$ cat src/rtl/irq_prio_pkg.sv
package irq_prio_pkg;

    localparam int STAT_W     = 8;
    localparam int VEC_W      = 16;
    localparam int ACK_W      = 8;
    localparam int MSK_W      = 3;
    localparam int CFG_W      = 5;
    localparam int EI_DELAY   = 2;
    localparam int EDGE_N     = 2;
    localparam int CFG_CLR75  = 4;
    localparam int CFG_LOADMK = 3;

    localparam logic [VEC_W-1:0] VEC_NMI = 16'h0024;
    localparam logic [VEC_W-1:0] VEC_I75 = 16'h003C;
    localparam logic [VEC_W-1:0] VEC_I65 = 16'h0034;
    localparam logic [VEC_W-1:0] VEC_I55 = 16'h002C;
    localparam logic [VEC_W-1:0] VEC_EXT = 16'h0038;

    localparam logic [ACK_W-1:0] ACK_RUN  = 8'h23;
    localparam logic [ACK_W-1:0] ACK_WAKE = 8'h26;

    typedef enum logic [2:0] {
        SRC_NONE, SRC_NMI, SRC_I75, SRC_I65, SRC_I55, SRC_EXT
    } src_e;

    // bit order is visible to software, so it is fixed
    typedef struct packed {
        logic             sin;
        logic             p75;
        logic             p65;
        logic             p55;
        logic             ie;
        logic [MSK_W-1:0] msk;   // [2]=7.5 [1]=6.5 [0]=5.5
    } stat_t;

    typedef struct packed {
        logic             take;
        logic [VEC_W-1:0] vec;
        logic [ACK_W-1:0] ack;
        logic             wake;
    } grant_t;

    function automatic logic [VEC_W-1:0] vec_of(src_e s);
        case (s)
            SRC_NMI: return VEC_NMI;
            SRC_I75: return VEC_I75;
            SRC_I65: return VEC_I65;
            SRC_I55: return VEC_I55;
            SRC_EXT: return VEC_EXT;
            default: return '0;
        endcase
    endfunction

    function automatic src_e pick(logic nmi_p, logic p75, logic l65,
                                  logic l55, logic ext, logic gate,
                                  logic [MSK_W-1:0] msk);
        if (nmi_p)                    return SRC_NMI;
        else if (gate && p75 && !msk[2]) return SRC_I75;
        else if (gate && l65 && !msk[1]) return SRC_I65;
        else if (gate && l55 && !msk[0]) return SRC_I55;
        else if (gate && ext)            return SRC_EXT;
        else                             return SRC_NONE;
    endfunction

    function automatic grant_t make_grant(src_e s, logic halted);
        grant_t g;
        g = '0;
        if (s != SRC_NONE) begin
            g.take = 1'b1;
            g.vec  = vec_of(s);
            g.ack  = halted ? ACK_WAKE : ACK_RUN;
            g.wake = halted;
        end
        return g;
    endfunction

endpackage

$ cat src/rtl/irq_edge_latch.sv
module irq_edge_latch (
    input  logic clk,
    input  logic rst,
    input  logic line_i,
    input  logic clr_i,
    output logic pend_o
);
    logic prev_q;
    logic pend_q;
    logic rise;

    assign rise = line_i && !prev_q;

    always_ff @(posedge clk) begin
        if (rst) begin
            prev_q <= line_i;
            pend_q <= 1'b0;
        end else begin
            prev_q <= line_i;
            if (rise)
                pend_q <= 1'b1;
            else if (clr_i)
                pend_q <= 1'b0;
        end
    end

    assign pend_o = pend_q;
endmodule

$ cat src/rtl/irq_enable_window.sv
module irq_enable_window #(
    parameter int DELAY = 2
) (
    input  logic clk,
    input  logic rst,
    input  logic ei_i,
    input  logic di_i,
    input  logic bnd_i,
    output logic open_o
);
    localparam int W = $clog2(DELAY + 1);
    localparam logic [W-1:0] LOAD = W'(DELAY);
    localparam logic [W-1:0] ONE  = W'(1);

    logic [W-1:0] cnt_q;

    always_ff @(posedge clk) begin
        if (rst || di_i)
            cnt_q <= '0;
        else if (ei_i)
            cnt_q <= LOAD;
        else if (bnd_i && cnt_q != '0)
            cnt_q <= cnt_q - ONE;
    end

    // a boundary that brings the count to zero already admits requests
    assign open_o = (cnt_q <= ONE);
endmodule

$ cat src/rtl/irq_prio_pick.sv
module irq_prio_pick
    import irq_prio_pkg::*;
(
    input  logic             nmi_p_i,
    input  logic             p75_i,
    input  logic             l65_i,
    input  logic             l55_i,
    input  logic             ext_i,
    input  logic             ie_i,
    input  logic             open_i,
    input  logic             ei_now_i,
    input  logic [MSK_W-1:0] msk_i,
    output src_e             sel_o
);
    logic gate;

    assign gate  = ie_i && open_i && !ei_now_i;
    assign sel_o = pick(nmi_p_i, p75_i, l65_i, l55_i, ext_i, gate, msk_i);
endmodule

$ cat src/rtl/irq_prio_ctrl.sv
module irq_prio_ctrl
    import irq_prio_pkg::*;
(
    input  logic                clk,
    input  logic                rst,
    input  logic                nmi_i,
    input  logic                ir75_i,
    input  logic                ir65_i,
    input  logic                ir55_i,
    input  logic                ext_i,
    input  logic                sin_i,
    input  logic                cfg_wr_i,
    input  logic [CFG_W-1:0]    cfg_wdata_i,
    input  logic                ei_i,
    input  logic                di_i,
    input  logic                halted_i,
    input  logic                boundary_i,
    output logic [STAT_W-1:0]   status_o,
    output logic                take_o,
    output logic [VEC_W-1:0]    vec_o,
    output logic [ACK_W-1:0]    ack_o,
    output logic                resume_o,
    output logic [STAT_W-1:0]   trap_copy_o
);
    localparam int E_NMI = 0;
    localparam int E_I75 = 1;

    logic [EDGE_N-1:0] edge_line;
    logic [EDGE_N-1:0] edge_clr;
    logic [EDGE_N-1:0] edge_pend;

    logic              ie_q;
    logic [MSK_W-1:0]  msk_q;
    logic [STAT_W-1:0] snap_q;
    grant_t            gnt_q;
    logic              win_open;
    src_e              sel;
    stat_t             stat;
    logic              take_nmi;
    logic              take_mask;

    assign take_nmi  = boundary_i && (sel == SRC_NMI);
    assign take_mask = boundary_i && (sel != SRC_NONE) && (sel != SRC_NMI);

    assign edge_line[E_NMI] = nmi_i;
    assign edge_line[E_I75] = ir75_i;
    assign edge_clr[E_NMI]  = take_nmi;
    assign edge_clr[E_I75]  = (boundary_i && sel == SRC_I75)
                           || (cfg_wr_i && cfg_wdata_i[CFG_CLR75]);

    generate
        for (genvar g = 0; g < EDGE_N; g++) begin : g_edge
            irq_edge_latch u_lat (
                .clk    (clk),
                .rst    (rst),
                .line_i (edge_line[g]),
                .clr_i  (edge_clr[g]),
                .pend_o (edge_pend[g])
            );
        end
    endgenerate

    irq_enable_window #(.DELAY(EI_DELAY)) u_win (
        .clk    (clk),
        .rst    (rst),
        .ei_i   (ei_i),
        .di_i   (di_i),
        .bnd_i  (boundary_i),
        .open_o (win_open)
    );

    irq_prio_pick u_pick (
        .nmi_p_i  (edge_pend[E_NMI]),
        .p75_i    (edge_pend[E_I75]),
        .l65_i    (ir65_i),
        .l55_i    (ir55_i),
        .ext_i    (ext_i),
        .ie_i     (ie_q),
        .open_i   (win_open),
        .ei_now_i (ei_i),
        .msk_i    (msk_q),
        .sel_o    (sel)
    );

    always_comb begin
        stat.sin = sin_i;
        stat.p75 = edge_pend[E_I75];
        stat.p65 = ir65_i;
        stat.p55 = ir55_i;
        stat.ie  = ie_q;
        stat.msk = msk_q;
    end

    always_ff @(posedge clk) begin
        if (rst) begin
            ie_q   <= 1'b0;
            msk_q  <= '1;
            snap_q <= '0;
            gnt_q  <= '0;
        end else begin
            if (cfg_wr_i && cfg_wdata_i[CFG_LOADMK])
                msk_q <= cfg_wdata_i[MSK_W-1:0];
            if (di_i || take_mask)
                ie_q <= 1'b0;
            else if (ei_i)
                ie_q <= 1'b1;
            if (take_nmi)
                snap_q <= stat;
            gnt_q <= boundary_i ? make_grant(sel, halted_i) : '0;
        end
    end

    assign status_o    = stat;
    assign take_o      = gnt_q.take;
    assign vec_o       = gnt_q.vec;
    assign ack_o       = gnt_q.ack;
    assign resume_o    = gnt_q.wake;
    assign trap_copy_o = snap_q;
endmodule

$ cat config.mk
export PLATFORM = sky130hd
export DESIGN_NAME = irq_prio_ctrl
export DESIGN_NICKNAME = d
export VERILOG_FILES = /design/src/rtl/irq_prio_pkg.sv /design/src/rtl/irq_edge_latch.sv /design/src/rtl/irq_enable_window.sv /design/src/rtl/irq_prio_pick.sv /design/src/rtl/irq_prio_ctrl.sv
export SDC_FILE = /design/constraint.sdc
export NUM_CORES = 1
export LEC_CHECK = 0
export CELL_PAD_IN_SITES_DETAIL_PLACEMENT = 0
export CELL_PAD_IN_SITES_GLOBAL_PLACEMENT = 1
export CORE_MARGIN = 2
export CORE_UTILIZATION = 33
export DETAILED_ROUTE_END_ITERATION = 10
export GPL_TIMING_DRIVEN = 0
export HOLD_SLACK_MARGIN = 0.1
export PLACE_DENSITY_LB_ADDON = 0.1
export SYNTH_ARGS = -nofsm -noshare
export SYNTH_HDL_FRONTEND = slang
export SYNTH_HIERARCHICAL = 1
export SYNTH_SLANG_ARGS = --single-unit
$ cat constraint.sdc
create_clock -name clk -period 4 [get_ports clk]
set_clock_uncertainty 0.05 [all_clocks]
set_input_delay 1.2 -clock clk [delete_from_list [all_inputs] [get_ports clk]]
set_output_delay 1.2 -clock clk [all_outputs]
set_load 0.005 [all_outputs]
# Word-level counts from Yosys, hierarchy flattened
# Cells that the tools add are included.
[op_classes] addsub=1 order_cmp=1 eq_ne=6 mux=14 bitwise=2 n_reduce_logical=36
[ops] operator="$pmux 6 s5" count=1
[ops] operator="$mux 26" count=1
[ops] operator="$logic_and 1x1->1" count=18
[ops] operator="$mux 3" count=6
[ops] operator="$reduce_bool 2->1" count=4
[ops] operator="$eq 3x2->1 const B" count=2
[ops] operator="$eq 3x3->1 const B" count=2
[ops] operator="$logic_not 1->1" count=6
[ops] operator="$reduce_or 2->1" count=3
[ops] operator="$mux 1" count=4
[ops] operator="$mux 2" count=2
[ops] operator="$eq 3x1->1 const B" count=1
[ops] operator="$logic_or 1x1->1" count=3
[ops] operator="$ne 3x1->1 const B" count=1
[ops] operator="$reduce_bool 3->1" count=1
[ops] operator="$reduce_or 3->1" count=1
[ops] operator="$le 2x1->1 const B" count=1
[ops] operator="$not 1->1" count=2
[ops] operator="$sub 2x1->2 const B" count=1
[totals] regBits=44 inputBits=18 output_inout_bits=42

# Depth between registers and ports, before layout
[logic_depth] word_depth=14 ltp_mapped=10 mapped_depth_nobuf=9

# Modules after synthesis
# The synthesis kept the hierarchy.
[by_module_without_submodules] module="irq_prio_ctrl" instances=1 cells_per_inst=102 area_per_inst_um2=1008.5 seq_area_each_um2=400.4
[by_module_without_submodules] module="irq_enable_window" instances=1 cells_per_inst=13 area_per_inst_um2=135.1 seq_area_each_um2=40.0
[by_module_without_submodules] module="irq_edge_latch" instances=2 cells_per_inst=5 area_per_inst_um2=61.3 seq_area_each_um2=40.0
[by_module_without_submodules] module="irq_prio_pick" instances=1 cells_per_inst=11 area_per_inst_um2=87.6 seq_area_each_um2=0.0

# Worst setup path after synthesis
# No wires, ideal clock.
[synth_path] path_kind="in2reg" startpoint="input port ei_i" endpoint="register g_edge[0].u_lat.pend_q" setup_time_ns=0.114 arrival_time_ns=2.546 path_slack_ns=1.290 stages=6 n_path_buf=1 cell_sequence="nand3b_1 -> o31ai_1 -> nor4bb_4 -> buf_6 -> nand2b_1 -> a21oi_2"
[synth_via] elab_chain_cells=11 word_cells_on_any_way=17 cone_classes="eq/ne: 1; mux: 5; reduce/logical: 11"
[synth_rtl] element="start: declaration" line="irq_prio_ctrl.sv:14" source="input logic ei_i,"
[synth_rtl] element="$logic_not 1->1 (*)" line="irq_prio_pick.sv:17" source="assign gate = ie_i && open_i && !ei_now_i;"
[synth_rtl] element="$logic_and 1x1->1 (*)" line="irq_prio_pick.sv:17"
[synth_rtl] element="$logic_and 1x1->1 (on tied branches)" line="irq_prio_pkg.sv:61, irq_prio_pkg.sv:60"
[synth_rtl] element="$mux 3 or $logic_and 1x1->1 (tied branches)" line="irq_prio_pkg.sv:61, irq_prio_pkg.sv:60"
[synth_rtl] element="$mux 3" line="irq_prio_pkg.sv:60" source="else if (gate && l55 && !msk[0]) return SRC_I55;"
[synth_rtl] element="$mux 3" line="irq_prio_pkg.sv:59" source="else if (gate && l65 && !msk[1]) return SRC_I65;"
[synth_rtl] element="$mux 3 (*)" line="irq_prio_pkg.sv:58" source="else if (gate && p75 && !msk[2]) return SRC_I75;"
[synth_rtl] element="$mux 3 (*)" line="irq_prio_pkg.sv:57" source="if (nmi_p) return SRC_NMI;"
[synth_rtl] element="named net sel[0]" line="irq_prio_ctrl.sv:37" source="src_e sel;"
[synth_rtl] element="$eq 3x1->1 (*)" line="irq_prio_ctrl.sv:42" source="assign take_nmi = boundary_i && (sel == SRC_NMI);"
[synth_rtl] element="$logic_and 1x1->1 (*)" line="irq_prio_ctrl.sv:42"
[synth_rtl] element="named net edge_clr[0]" line="irq_prio_ctrl.sv:29" source="logic [EDGE_N-1:0] edge_clr;"
[synth_rtl] element="$reduce_bool 2->1 (no source line) (*)"
[synth_rtl] element="end signal: assignment" line="irq_edge_latch.sv:17" source="pend_q <= 1'b0;"
[synth_rtl] element="end signal: assignment" line="irq_edge_latch.sv:21" source="pend_q <= 1'b1;"
[synth_rtl] element="end signal: assignment" line="irq_edge_latch.sv:23" source="pend_q <= 1'b0;"
[synth_rtl] element="end: declaration" line="irq_edge_latch.sv:9" source="logic pend_q;"
# The timed path passes the listed nets; every way through them passes the cells marked *.
# A chain may end at the register's enable or synchronous reset.

# Worst setup path in the final report
[layout_path] startpoint="input port ir55_i" endpoint="output port status_o[4]"
[layout_rtl] element="start: declaration" line="irq_prio_ctrl.sv:9" source="input logic ir55_i,"
[layout_rtl] element="end: declaration" line="irq_prio_ctrl.sv:18" source="output logic [STAT_W-1:0] status_o,"
# No word-level cell between the ends.

==> metrics.txt <==
status=complete, no violations; pin count of the biggest net entering global routing=15; Core Rows=23; routed wire length=2630 um; fin crit share=between 90 and 100%; CTS tree=yes; post-synth top area share=about two fifths; Final GP Congestion=between 0.7 and 0.8; Port Buffer Count=43; Req. time, crit path=approximately 2.8 ns; Pwr Density=between 200 and 300 mW/mm^2; Mapped Cells=around 140; kind of critical path=input port to output port; total number of clock tree sinks=26; Initial Utilization=~34%; Max Cap Violations=0; CTS Buf Count=3; commonest non-fill, non-tap cells in the layout=clkdlybuf4s50_1 (43), dfxtp_1 (26), buf_4 (24), nand2b_1 (24), conb_1 (16); vias in the first global route=972; WL/cell=roughly 11 um; Pre-Repair DR Iteration Count=4; #FFs+latches synth=26; CP Capture Type=output port; share of layout cells above drive strength 1=around a fifth; commonest non-fill, non-tap cell in the layout=clkdlybuf4s50_1; Worst-Margin Slew=0.747 ns; final setup fails=0; final global-route overflow total=0; Setup TNS Final=0 ns; worst skew pair latency=0.26 ns; Post-CTS Setup Repair Bufs=0; Max transition margin=roughly half; final instance area=about 0.0020 mm^2; Synth cell types=34; first-pass GRT wire length=between 4000 and 5000 um; largest cells by area after synthesis=dfxtp_1 (38%), buf_4 (13%), nand2b_1 (11%), mux2i_1 (5.9%), nor2b_4 (2.0%); Post-route DRC=0; Die ar.=0.00463 mm^2; initial antenna violation count=0; Post-DP HPWL=2100 um; CTS hold repair buffers=0; core area=between 0.003 and 0.004 mm^2; CP startpoint kind=input port; diode count=0; Area Growth Syn to Fin=44.6%; post-synthesis sequential area ratio=38.4%; antenna-violating nets left=0; Worst-path clk slew=approximately 0.09 ns; Via Count=roughly 1,100; RSZ-0062 raised after global routing=false; Storage cell area=520 um^2; crit-path max FO=3; fill count=400; DRT iter0 DRCs=22; Pins Over Slew Limit=0; multi-input logic area=between 600 and 700 um^2; HP Class=flip-flop to flip-flop; Min Clock Period, post-route=between 3 and 4 ns; synthesized area=~0.0014 mm^2; Die X=about 68 um; Overall Global Routing Usage=a little under an eighth; Max H-tree Level=1; synthesized area per cell=~10 um^2; Die Y=between 60 and 70 um; Max clock buf depth=2; IO Pins=60; count of final hold-check violations=0; Pleak=0.000790 uW; vias per inst=4.29; fmax=~280 MHz; Yosys top cell by area=dfxtp_1; post-placement cell area=0.00190 mm^2; Resize count post-CTS=0; Synth warnings=6; nets@finish=between 200 and 250; Worst EP arrival=about 2.4 ns; maximum vdd drop=0.000126 V; Root Buffer=clkbuf_8
==> final cells by class <==
type                            instances  share of cell area, %
Buffer                                 29                   10.9
Clock buffer                            4                   2.81
Inverter                                3                  0.575
Multi-Input combinational cell         93                   33.9
Sequential cell                        26                   26.6
Tap cell                               50                   3.19
Timing Repair Buffer                   43                   22.0
==> Yosys cell counts, drive strengths merged <==
library cell   n
nor3           5
conb           1
a21oi          3
clkbuf         3
o21a           2
nand2b        25
mux2i          8
a32o           1
or3b           1
xnor2          1
ha             2
nor4           2
o31ai          1
a211o          3
a211oi         3
inv            3
nor4bb         1
nand3b         2
buf           26
nand2          1
nor2           5
nor3b          1
and3           3
and2b          1
nor2b          4
nor4b          1
a2111oi        1
dfxtp         26
==> power breakdown <==
part           total, uW  internal [uW]  switching, uW  leakage [uW]
Clock                166           87.9           78.5     0.0000288
Sequential           277            270           7.00      0.000213
Combinational        108           68.0           39.7      0.000549
==> worst paths after layout <==
check                      start                endpoint  slack (ns)  cells after the start
hold / removal    trap_copy_o[4]          trap_copy_o[4]        0.43                      2
setup reg to reg  u_win/cnt_q[1]  g_edge[0].u_lat/pend_o        1.65                      9
hold reg to reg   trap_copy_o[4]          trap_copy_o[4]        0.43                      2
setup / recovery          ir55_i             status_o[4]        0.37                      3
==> through the flow <==
stage / instances / utilization, % / hold slack [ns] / worst slack [ns] / power [uW]
final: 248 / 49.3 / 0.428 / 0.365 / 551
after CTS: 248 / 49.3 / 0.432 / 0.357 / 562
after global placement: 244 / 47.9 / 0.407 / 0.383 / 389
after floorplan: 151 / - / 0.415 / 1.29 / 341
after detailed placement: 244 / 47.9 / 0.419 / 0.362 / 391
after global routing: 248 / 49.3 / 0.460 / 0.335 / 583
==> state kept, by name, summed over array words and instances (netlist names) <==
signal	count
ack_o	3
g_edge.u_lat/pend_o	2
trap_copy_o	8
u_win/cnt_q	2
vec_o	4
g_edge.u_lat/prev_q	2
msk_q	3
ie_q	1
take_o	1
==> critical path: stages <==
cell             delay [ns]
clkdlybuf4s50_1        0.56
buf_4                  0.14
clkdlybuf4s50_1        0.48
==> cells by family after synthesis <==
logic type | synth area share (%)
AND/OR/NAND/NOR | 27.1
buffers and inverters | 16.6
flip-flops | 38.4
AO/OA/AOI/OAI | 9.15
multiplexers | 5.92
adder cells (fa/ha/maj) | 1.85
other | 0.277
XOR/XNOR | 0.647
==> metal layers <==
| metal | GRT usage [%] | part of all wire [%] |
|---|---|---|
| met5 | 0 | 0 |
| met4 | 5.25 | 0.65 |
| met3 | 1.64 | 6.9 |
| met2 | 20.3 | 48 |
| met1 | 14.6 | 44 |
(Power assumes the default switching activity.)
